## src/rtl/nest_irq_pkg.sv

```systemverilog
package nest_irq_pkg;

    typedef enum logic {
        ST_OPEN  = 1'b0,
        ST_GUARD = 1'b1
    } arb_state_t;

    typedef struct packed {
        logic ie;
        logic isp;
    } irq_flags_t;

endpackage

```

## src/rtl/irq_src_pick.sv

```systemverilog
module irq_src_pick #(
    parameter int NUM_SRC = 8,
    parameter int IDX_W   = 3
) (
    input  logic [NUM_SRC-1:0] elig_i,
    output logic               any_o,
    output logic [IDX_W-1:0]   idx_o
);
    // Fixed priority: the lowest index wins, because the loop runs downward
    // and the last assignment made is the one that sticks.
    always_comb begin
        idx_o = '0;
        for (int i = NUM_SRC - 1; i >= 0; i--) begin
            if (elig_i[i]) begin
                idx_o = IDX_W'(i);
            end
        end
    end

    assign any_o = |elig_i;

    always_comb begin
        if (any_o) begin
            a_pick_valid_r4: assert (elig_i[idx_o])
                else $error("picked source is not eligible");
        end
    end
endmodule

```

## src/rtl/irq_flag_stack.sv

```systemverilog
module irq_flag_stack
    import nest_irq_pkg::*;
#(
    parameter int STACK_DEPTH = 4
) (
    input  logic       clk,
    input  logic       rst_n,
    input  logic       push_i,
    input  logic       pop_i,
    input  irq_flags_t push_data_i,
    output irq_flags_t top_o,
    output logic       full_o,
    output logic       empty_o
);
    localparam int AW = (STACK_DEPTH > 1) ? $clog2(STACK_DEPTH) : 1;
    localparam int CW = $clog2(STACK_DEPTH + 1);

    irq_flags_t      mem_q [STACK_DEPTH];
    logic [CW-1:0]   cnt_q;
    logic [CW-1:0]   cnt_m1;

    assign cnt_m1  = cnt_q - CW'(1);
    assign full_o  = (cnt_q == CW'(STACK_DEPTH));
    assign empty_o = (cnt_q == '0);
    assign top_o   = empty_o ? '0 : mem_q[cnt_m1[AW-1:0]];

    always_ff @(posedge clk) begin
        if (!rst_n) begin
            cnt_q <= '0;
        end else if (push_i && !full_o) begin
            mem_q[cnt_q[AW-1:0]] <= push_data_i;
            cnt_q                <= cnt_q + CW'(1);
        end else if (pop_i && !empty_o) begin
            cnt_q <= cnt_m1;
        end
    end

    p_no_overflow_r9: assert property (@(posedge clk) disable iff (!rst_n)
        cnt_q <= CW'(STACK_DEPTH))
        else $error("stack count above depth");

    p_pop_lowers_r7: assert property (@(posedge clk) disable iff (!rst_n)
        (pop_i && !push_i && !empty_o) |=> (cnt_q == $past(cnt_m1)))
        else $error("pop did not lower count");
endmodule

```

## src/rtl/nest_irq_arbiter.sv

```systemverilog
module nest_irq_arbiter
    import nest_irq_pkg::*;
#(
    parameter int NUM_SRC     = 8,
    parameter int STACK_DEPTH = 4,
    localparam int SRC_W      = (NUM_SRC > 1) ? $clog2(NUM_SRC) : 1
) (
    input  logic               clk,
    input  logic               rst_n,
    input  logic [NUM_SRC-1:0] req_i,
    input  logic [NUM_SRC-1:0] mask_i,
    input  logic [NUM_SRC-1:0] lvl_i,
    input  logic               ei_i,
    input  logic               di_i,
    input  logic               reti_i,
    input  logic               insn_done_i,
    input  logic               brk_i,
    output logic               ack_o,
    output logic [SRC_W-1:0]   ack_src_o,
    output logic               brk_ack_o,
    output logic               ie_o,
    output logic               isp_o,
    output logic               stk_err_o
);
    arb_state_t state_q, state_d;

    logic             ie_q, ie_d, isp_q, isp_d, err_q, err_d;
    logic             ack_q, ack_d, brk_q, brk_d;
    logic [SRC_W-1:0] src_q, src_d;
    logic [NUM_SRC-1:0] elig;
    logic             any_elig;
    logic [SRC_W-1:0] win_idx;
    logic             push, pop, stk_full, stk_empty, take_ok;
    irq_flags_t       stk_top, cur_flags;

    // A source is eligible when it is pending, not masked, and its level is
    // allowed by the level now in service.
    for (genvar g = 0; g < NUM_SRC; g++) begin : g_elig
        assign elig[g] = req_i[g] & ~mask_i[g] & (~lvl_i[g] | isp_q);
    end

    irq_src_pick #(.NUM_SRC(NUM_SRC), .IDX_W(SRC_W)) u_pick (
        .elig_i (elig),
        .any_o  (any_elig),
        .idx_o  (win_idx)
    );

    assign cur_flags = '{ie: ie_q, isp: isp_q};

    irq_flag_stack #(.STACK_DEPTH(STACK_DEPTH)) u_stack (
        .clk         (clk),
        .rst_n       (rst_n),
        .push_i      (push),
        .pop_i       (pop),
        .push_data_i (cur_flags),
        .top_o       (stk_top),
        .full_o      (stk_full),
        .empty_o     (stk_empty)
    );

    // State register
    always_ff @(posedge clk) begin
        if (!rst_n) state_q <= ST_OPEN;
        else        state_q <= state_d;
    end

    // Next state and event selection
    always_comb begin
        state_d = state_q;
        unique case (state_q)
            ST_OPEN:  if (reti_i) state_d = ST_GUARD;
            ST_GUARD: if (!reti_i && insn_done_i) state_d = ST_OPEN;
        endcase

        take_ok = (state_q == ST_OPEN) && ie_q && any_elig;
        ie_d  = ie_q;
        isp_d = isp_q;
        err_d = err_q;
        ack_d = 1'b0;
        brk_d = 1'b0;
        src_d = src_q;
        push  = 1'b0;
        pop   = 1'b0;

        if (reti_i) begin
            if (stk_empty) begin
                err_d = 1'b1;
            end else begin
                pop   = 1'b1;
                ie_d  = stk_top.ie;
                isp_d = stk_top.isp;
            end
        end else if (brk_i) begin
            if (stk_full) begin
                err_d = 1'b1;
            end else begin
                push  = 1'b1;
                ie_d  = 1'b0;
                brk_d = 1'b1;
            end
        end else if (take_ok) begin
            if (stk_full) begin
                err_d = 1'b1;
            end else begin
                push  = 1'b1;
                ie_d  = 1'b0;
                isp_d = lvl_i[win_idx];
                ack_d = 1'b1;
                src_d = win_idx;
            end
        end else if (di_i) begin
            ie_d = 1'b0;
        end else if (ei_i) begin
            ie_d = 1'b1;
        end
    end

    // Flag and output registers
    always_ff @(posedge clk) begin
        if (!rst_n) begin
            ie_q  <= 1'b0;
            isp_q <= 1'b1;
            err_q <= 1'b0;
            ack_q <= 1'b0;
            brk_q <= 1'b0;
            src_q <= '0;
        end else begin
            ie_q  <= ie_d;
            isp_q <= isp_d;
            err_q <= err_d;
            ack_q <= ack_d;
            brk_q <= brk_d;
            src_q <= src_d;
        end
    end

    assign ack_o     = ack_q;
    assign ack_src_o = src_q;
    assign brk_ack_o = brk_q;
    assign ie_o      = ie_q;
    assign isp_o     = isp_q;
    assign stk_err_o = err_q;

    p_ack_needs_ie_r2: assert property (@(posedge clk) disable iff (!rst_n)
        ack_o |-> $past(ie_o))
        else $error("acknowledge without enable");

    p_high_only_r3: assert property (@(posedge clk) disable iff (!rst_n)
        (ack_o && !$past(isp_o)) |-> !isp_o)
        else $error("low level nested into high level");

    p_ack_clears_ie_r5: assert property (@(posedge clk) disable iff (!rst_n)
        ack_o |-> !ie_o)
        else $error("enable still set after acknowledge");

    p_guard_after_ret_r7: assert property (@(posedge clk) disable iff (!rst_n)
        reti_i |=> !ack_o)
        else $error("acknowledge right after return");

    p_brk_clears_ie_r8: assert property (@(posedge clk) disable iff (!rst_n)
        brk_ack_o |-> !ie_o)
        else $error("enable still set after break");

    p_err_sticky_r9: assert property (@(posedge clk) disable iff (!rst_n)
        stk_err_o |=> stk_err_o)
        else $error("error flag cleared");

    p_one_event_r10: assert property (@(posedge clk) disable iff (!rst_n)
        !(ack_o && brk_ack_o))
        else $error("break and acknowledge together");
endmodule

```

## config.mk

```make
export PLATFORM = sky130hd
export DESIGN_NAME = nest_irq_arbiter
export DESIGN_NICKNAME = d
export VERILOG_FILES = /design/src/rtl/nest_irq_pkg.sv /design/src/rtl/irq_src_pick.sv /design/src/rtl/irq_flag_stack.sv /design/src/rtl/nest_irq_arbiter.sv
export SDC_FILE = /design/constraint.sdc
export NUM_CORES = 1
export LEC_CHECK = 0
export BUFFER_PORTS_ARGS = -buffer_cell sky130_fd_sc_hd__buf_2
export CORE_MARGIN = 3
export CORE_UTILIZATION = 35
export DETAILED_ROUTE_END_ITERATION = 6
export SYNTH_ARGS = -nofsm -noshare
export SYNTH_HDL_FRONTEND = slang
export SYNTH_SLANG_ARGS = --single-unit
```

## constraint.sdc

```tcl
create_clock -name clk -period 3.05 [get_ports clk]
set_clock_uncertainty 0.1 [all_clocks]
set_input_delay 0.7625 -clock clk [delete_from_list [all_inputs] [get_ports clk]]
set_output_delay 0.7625 -clock clk [all_outputs]
set_load 0.005 [all_outputs]
```

==> summary.md, run 1 <==
| Metric | Value |
|---|---|
| Main synth FF type | `dfxtp_1` |
| Gpl congestion | `0.8451` |
| Die height | `67.09 um` |
| Total GRT Usage | `14.36%` |
| Status | `completed` |
| Initial antenna violation count | `0` |
| Crit start category | `flop` |
| Top-count cell post-synth | `dfxtp_1` |
| Max VDD drop | `roughly 0.36 mV` |
| Crit path kind | `flop to flop` |
| Total Wirelength | `3035 um` |
| Vias | `1,149` |
| CP top delay family | `simple AND/OR/NAND/NOR gates` |
| Crit-path cells | `nor2b_1 > o32ai_2 > o41ai_4 > nor3_2 > a31oi_1 > or4b_1` |
| DRC errors left | `0` |
| Placement Rows | `21` |
| Clk pin slew, worst setup/hold paths | `0.07 ns` |
| Clk Latency, worst-skew pair | `0.25 ns` |
| CP max stage delay | `around 0.69 ns` |
| Count of different cell masters after synthesis | `43` |
| Clock Path Buffers | `2` |
| Post-synth ARST share | `0%` |
| Post-synthesis sequential area ratio | `36.78%` |
| Max Slew Vio Count | `0` |
| Yosys warnings | `0` |
| R2R Setup Slk | `0.33 ns` |
| Syn-to-layout area delta | `21.55%` |
| Vias in the first global route | `approximately 1,100` |
| Drt first pass iters | `4` |
| Fillers | `363` |
| Nets | `~210` |
| Final setup vio count | `0` |
| Unrepaired setup endpoints after global routing | `no` |
| Fin cells | `roughly 220` |
| Worst Max-Slew Pin Slew | `0.5845 ns` |
| Hold-fix buffers, CTS | `0` |
| Worst min-delay path class | `flop to flop` |
| Syn_area_per_cell | `9.605 um2` |
| Top cell type's share of synthesized area | `18.39%` |
| Max Clk Rate | `0.3680 GHz` |
| Top cells by count, synth | `dfxtp_1 (12), inv_1 (9), nor2b_1 (9)` |
| Number of CTS-inserted buffers | `3` |
| Cts repair resizes | `0` |
| GRT overflow | `0` |
| Critical Path Sink Type | `flop` |
| Root Driver | `clkbuf_8` |
| WP buf/inv | `0` |
| Final hold violation count | `0` |
| Dpl cells | `about 220` |
| Via/cell ratio | `a little over 5` |
| Largest net degree at the start of global routing | `18` |
| Hpwl dp | `approximately 2400 um` |
| Crit path DAT | `2.75 ns` |
| Max cap viols | `0` |
| Pleak | `approximately 0.67 nW` |
| Starting Density | `37.66%` |
| Rel. slew slack | `60.98%` |
| Layout cells sized above 1 | `30.11%` |
| EDFF count, synth | `8` |
| Syn Std Cell Area | `1306 um2` |
| Clock Sink Count | `20` |
| Mapped Cells | `~140` |
| First-pass GRT wire length | `4850 um` |
| PD cells | `577.7 nW/um2` |
| IO Pins | `39` |
| Setup_tns | `0 ns` |
| CP max FO | `16` |
| Worst path slowest cell | `dfxtp_1` |
| Wirelength per Cell | `13.67 um` |
| Seq cells post-synth | `20` |
| Net Count, Synth | `172` |
| Starting DRT DRC Count | `57` |
| H-tree levels | `1` |
| Top cells by area, synth | `dfxtp_1 (18%), edfxtp_1 (18%), mux2i_1 (5.4%), ha_1 (4.8%), nor2b_1 (4.3%)` |
| CTS tree | `built` |
| Core area | `3468 um2` |
| Die Wd | `67.09 um` |
| Tmin final | `around 2.7 ns` |
| Post-CTS Setup Inserts | `0` |
| Post-route ant nets | `0` |
| Req. time, crit path | `3.08 ns` |
| Diode count | `0` |
| Final Cycle Share | `89.10%` |
| Top cell type by total area after synthesis | `dfxtp_1` |
| Die ar. | `about 4500 um2` |
| Port bufs | `38` |
==> logic make-up after synthesis <==
group / after synthesis / synth area share, %
buffers and inverters: 12 / 4.023
muxes: 9 / 8.812
DFF: 20 / 36.78
AOI/OAI and AO/OA: 30 / 18.68
adders and majority gates: 5 / 4.789
and+or+nand+nor: 59 / 26.25
xor gates and xnor gates: 1 / 0.6706
==> worst paths after layout <==
check                               start        end  depth (start not counted)
worst max register to register      isp_o      isp_o                          6
worst max-delay path                isp_o      isp_o                          6
worst min register to register  stk_err_o  stk_err_o                          1
worst min-delay path            stk_err_o  stk_err_o                          1
==> per-stage QoR <==
stage | total power [mW] | cell area (um2) | utilization [%] | setup WS (ns) | hold WS, ns
after floorplan | 0.6500 | 1306 | - | 0.3696 | 0.3563
after global placement | 0.7379 | 1543 | 44.48 | 0.2009 | 0.3489
after detailed placement | 0.7512 | 1543 | 44.48 | 0.1095 | 0.3529
after CTS | 0.9233 | 1588 | 45.78 | 0.3028 | 0.3793
after global routing | 0.9914 | 1588 | 45.78 | 0.07446 | 0.4091
final | 0.9172 | 1588 | 45.78 | 0.3324 | 0.3816
==> routing by layer <==
layer / global-route usage (%) / part of all wire, % / vias to the layer above
li1: - / - / 573
met1: 19.15 / 48 / 541
met2: 23.56 / 47 / 33
met3: 3.204 / 5.3 / 2
met4: 3.038 / 0.33 / 0
met5: 0 / 0 / -
==> layout make-up <==
cell class | count | area [um2] | share of cell area [%]
Sequential cell | 20 | 480.5 | 30.26
Clock inverter | 1 | 3.754 | 0.2364
Timing Repair Buffer | 39 | 197.7 | 12.45
Inverter | 9 | 33.78 | 2.128
Tap cell | 46 | 57.56 | 3.625
Multi-Input combinational cell | 104 | 773.2 | 48.70
Clock buffer | 3 | 41.29 | 2.600
==> layout by cell type, fill, tap and decap left out, drive strengths merged, types with 3 or more instances in the layout <==
cell type	count
inv	9
nand2b	8
and3	5
edfxtp	8
a211oi	3
nand2	8
ha	5
mux2i	7
nor2	8
nor2b	11
or3	3
and2	5
clkbuf	3
a21oi	6
o21ai	5
dfxtp	12
buf	39
==> sequential cells by signal, indices dropped and copies added (netlist names) <==
name	flops
state_q	1
stk_err_o	1
u_stack.mem_q	8
ie_o	1
brk_ack_o	1
ack_src_o	3
u_stack.cnt_q	3
ack_o	1
isp_o	1
==> worst reg2reg max path: stages (launching register included) <==
cell and delay [ns]:
dfxtp_1 0.69, nor2b_1 0.15, o32ai_2 0.39, o41ai_4 0.16
nor3_2 0.43, a31oi_1 0.14, or4b_1 0.53
==> where the power goes <==
| group | internal, mW | switching (mW) |
|---|---|---|
| Combinational | 0.173 | 0.187 |
| Sequential | 0.325 | 0.0624 |
| Clock | 0.0895 | 0.0805 |
| Total | 0.587 | 0.330 |
No activity file was read; power rests on OpenSTA's default activity.
==> inputs of run 2 (changes only) <==
--- a/config.mk
+++ b/config.mk
@@ -9,6 +9,9 @@
 export CORE_MARGIN = 3
 export CORE_UTILIZATION = 35
 export DETAILED_ROUTE_END_ITERATION = 6
+export PLACE_DENSITY_LB_ADDON = 0.15
+export SKIP_LAST_GASP = 1
 export SYNTH_ARGS = -nofsm -noshare
 export SYNTH_HDL_FRONTEND = slang
+export SYNTH_HIERARCHICAL = 1
 export SYNTH_SLANG_ARGS = --single-unit
==> summary.md, run 2 <==
| Metric | Value |
|---|---|
| R2R Setup Slk | `0.39 ns (was 0.33 ns)` |
| Dpl cells | `205 (was 218)` |
| Top cells by count, synth | `dfxtp_1 (12), nor2b_1 (12), edfxtp_1 (8), nor3b_1 (8), inv_1 (7) (was dfxtp_1 (12), inv_1 (9), nor2b_1 (9))` |
| Nets | `201 (was 213)` |
| Root Driver | `clkbuf_4 (was clkbuf_8)` |
| Crit start category | `flop (unchanged)` |
| Clock Path Buffers | `2 (unchanged)` |
| Clk Latency, worst-skew pair | `0.30 ns (was 0.25 ns)` |
| Wirelength per Cell | `13.26 um (was 13.67 um)` |
| Max VDD drop | `0.1849 mV (was 0.3629 mV)` |
| Placement Rows | `21 (unchanged)` |
| Vias in the first global route | `1,107 (was 1,083)` |
| Syn_area_per_cell | `10.47 um2 (was 9.605 um2)` |
| Crit path kind | `flop to flop (unchanged)` |
| Net Count, Synth | `156 (was 172)` |
| Total GRT Usage | `14.52% (was 14.36%)` |
| Max reg flops | `8 (unchanged)` |
| Clock Sink Count | `20 (unchanged)` |
| Diode count | `0 (unchanged)` |
| Starting DRT DRC Count | `30 (was 57)` |
| EDFF count, synth | `8 (unchanged)` |
| Rel. slew slack | `63.14% (was 60.98%)` |
| GRT overflow | `0 (unchanged)` |
| Status | `completed (unchanged)` |
| Post-route ant nets | `0 (unchanged)` |
| Vias | `1,027 (was 1,149)` |
| Number of CTS-inserted buffers | `3 (unchanged)` |
| DRC errors left | `0 (unchanged)` |
| Largest net degree at the start of global routing | `15 (was 18)` |
| Most frequent cells in the layout | `buf_2 (38), nor2b_1 (12), dfxtp_1 (12) (was buf_2 (38), dfxtp_1 (12), inv_1 (9), nor2b_1 (9))` |
| Post-CTS Setup Inserts | `0 (unchanged)` |
| Worst path slowest cell | `dfxtp_1 (unchanged)` |
| Top cell type by total area after synthesis | `dfxtp_1 (unchanged)` |
| Worst min-delay path class | `flop to flop (unchanged)` |
| Post-Route Utilization | `46.07% (was 45.78%)` |
| Cts repair resizes | `0 (unchanged)` |
| Yosys warnings | `6 (was 0)` |
| Final setup vio count | `0 (unchanged)` |
| IO Pins | `39 (unchanged)` |
| Drt first pass iters | `4 (unchanged)` |
| H-tree levels | `1 (unchanged)` |
| Total Wirelength | `2772 um (was 3035 um)` |
| Unrepaired setup endpoints after global routing | `no (unchanged)` |
| Critical Path Sink Type | `flop (unchanged)` |
| Post-synthesis sequential area ratio | `38.55% (was 36.78%)` |
| Initial antenna violation count | `0 (unchanged)` |
| Fin cells | `209 (was 222)` |
| Seq cells post-synth | `20 (unchanged)` |
| Count of different cell masters after synthesis | `41 (was 43)` |
| Top cells by area, synth | `dfxtp_1 (19%), edfxtp_1 (19%), mux4_2 (7.2%), ha_1 (6.0%), nor2b_1 (6.0%) (was dfxtp_1 (18%), edfxtp_1 (18%), mux2i_1 (5.4%), ha_1 (4.8%), nor2b_1 (4.3%))` |
| Crit path DAT | `2.75 ns (about the same)` |
| Final instance area | `1562 um2 (was 1588 um2)` |
| CP max stage delay | `0.61 ns (was 0.69 ns)` |
| Pleak | `0.6543 nW (was 0.6675 nW)` |
| Max Slew Vio Count | `0 (unchanged)` |
| Clk pin slew, worst setup/hold paths | `0.11 ns (was 0.07 ns)` |
| Starting Density | `36.77% (was 37.66%)` |
| Die height | `65.67 um (was 67.09 um)` |
| Final hold violation count | `0 (unchanged)` |
| Die Wd | `65.67 um (was 67.09 um)` |
| Crit-path cells | `nor2b_1 > nor3b_1 > o21ai_0 > a21boi_0 > buf_4 > mux4_2 > mux2i_1 > a22oi_1 (was nor2b_1 > o32ai_2 > o41ai_4 > nor3_2 > a31oi_1 > or4b_1)` |
| Gpl congestion | `0.8423 (was 0.8451)` |
| First-pass GRT wire length | `4843 um (was 4850 um)` |
| Hold-fix buffers, CTS | `0 (unchanged)` |
| Post-synth ARST share | `0% (unchanged)` |
| Most common cell after layout, fill and taps aside | `buf_2 (unchanged)` |
| Syn-to-layout area delta | `25.30% (was 21.55%)` |
| Core area | `3390 um2 (was 3468 um2)` |
| Final Cycle Share | `87.21% (was 89.10%)` |
| Mapped Cells | `119 (was 136)` |
| Pre-CTS setup slack | `0.07983 ns (was 0.1095 ns)` |
| Setup_tns | `0 ns (unchanged)` |
| Worst Max-Slew Pin Slew | `0.5457 ns (was 0.5845 ns)` |
| Dpl cell area | `1509 um2 (was 1543 um2)` |
| Main synth FF type | `dfxtp_1 (unchanged)` |
| Max cap viols | `0 (unchanged)` |
| Top cell type's share of synthesized area | `19.28% (was 18.39%)` |
| Req. time, crit path | `3.14 ns (was 3.08 ns)` |
| Port bufs | `38 (unchanged)` |
| Layout cells sized above 1 | `37.42% (was 30.11%)` |
| CTS tree | `built (unchanged)` |
| PD cells | `446.1 nW/um2 (was 577.7 nW/um2)` |
| Hpwl dp | `2284 um (was 2433 um)` |
| Via/cell ratio | `4.914 (was 5.176)` |
| Syn Std Cell Area | `1246 um2 (was 1306 um2)` |
| Die ar. | `4313 um2 (was 4501 um2)` |
| Tmin final | `2.660 ns (was 2.718 ns)` |
| CP max FO | `14 (was 16)` |
| Worst Slack Setup Final | `0.3901 ns (was 0.3324 ns)` |
| Max Clk Rate | `0.3759 GHz (was 0.3680 GHz)` |
[run 2: cell count changes after synthesis, sizes merged, moves of 3 or more]
cell / change
a21boi: +4
nor3b: +8
a211oi: -3
nor2: -3
and3b: +3
and2: -3
nand2: -3
nand2b: -6
mux2i: -6
nand3: +4
[run 2: layout make-up]
cell class	instances	area [um2]
clock inverters	1	30.03
well taps	46	57.56
flip-flops and latches	20	480.5
clock buffers	3	22.52
multi-input cells	92	739.5
repair buffers	40	205.2
fillers	331	1828
inverters	7	26.28
[run 2: kinds of logic after synthesis]
family | Yosys count | share of synthesized area, %
buf+inv | 7 | 2.109
flops | 20 | 38.55
compound gates | 27 | 15.96
mux | 5 | 8.032
simple gates | 54 | 29.32
fa+ha+maj | 6 | 6.024
[run 2: path summary, 6_finish.rpt]
kind                 from           end  cells past startpoint
min          ack_src_o[0]  ack_src_o[0]                      2
max                 isp_o         isp_o                      8
max reg2reg         isp_o         isp_o                      8
min reg2reg  ack_src_o[0]  ack_src_o[0]                      2
[run 2: report_power, final]
group / switching, mW / internal, mW / total (mW)
Sequential: 0.0185 / 0.293 / 0.312
Combinational: 0.0790 / 0.0888 / 0.168
Clock: 0.0843 / 0.133 / 0.217
Total: 0.182 / 0.515 / 0.697
[run 2: worst max-delay path: cells and delay by family, from the launching register on]
kind                   cells  cell delay, ns
AND/OR/NAND/NOR            2            0.45
buffers and inverters      1            0.18
AO/OA/AOI/OAI              3            0.54
multiplexers               2            0.66
flip-flops                 1            0.61
[run 2: layer usage]
layer	vias up	part of all wire, %	routed length [um]	global-route usage (%)
li1	532	-	-	-
met1	481	49	1351	19.13
met2	12	48	1336	23.65
met3	2	2.4	67	2.906
met4	0	0.58	16	4.663
met5	-	0	0	0
[run 2: per-stage QoR]
| stage | power [mW] | hold slack [ns] |
|---|---|---|
| CTS | 0.7042 | 0.3684 |
| global route | 0.7351 | 0.3846 |
| floorplan | 0.4245 | 0.3514 |
| detailed placement | 0.4866 | 0.3490 |
| finish | 0.6966 | 0.3619 |
| global placement | 0.4839 | 0.3419 |
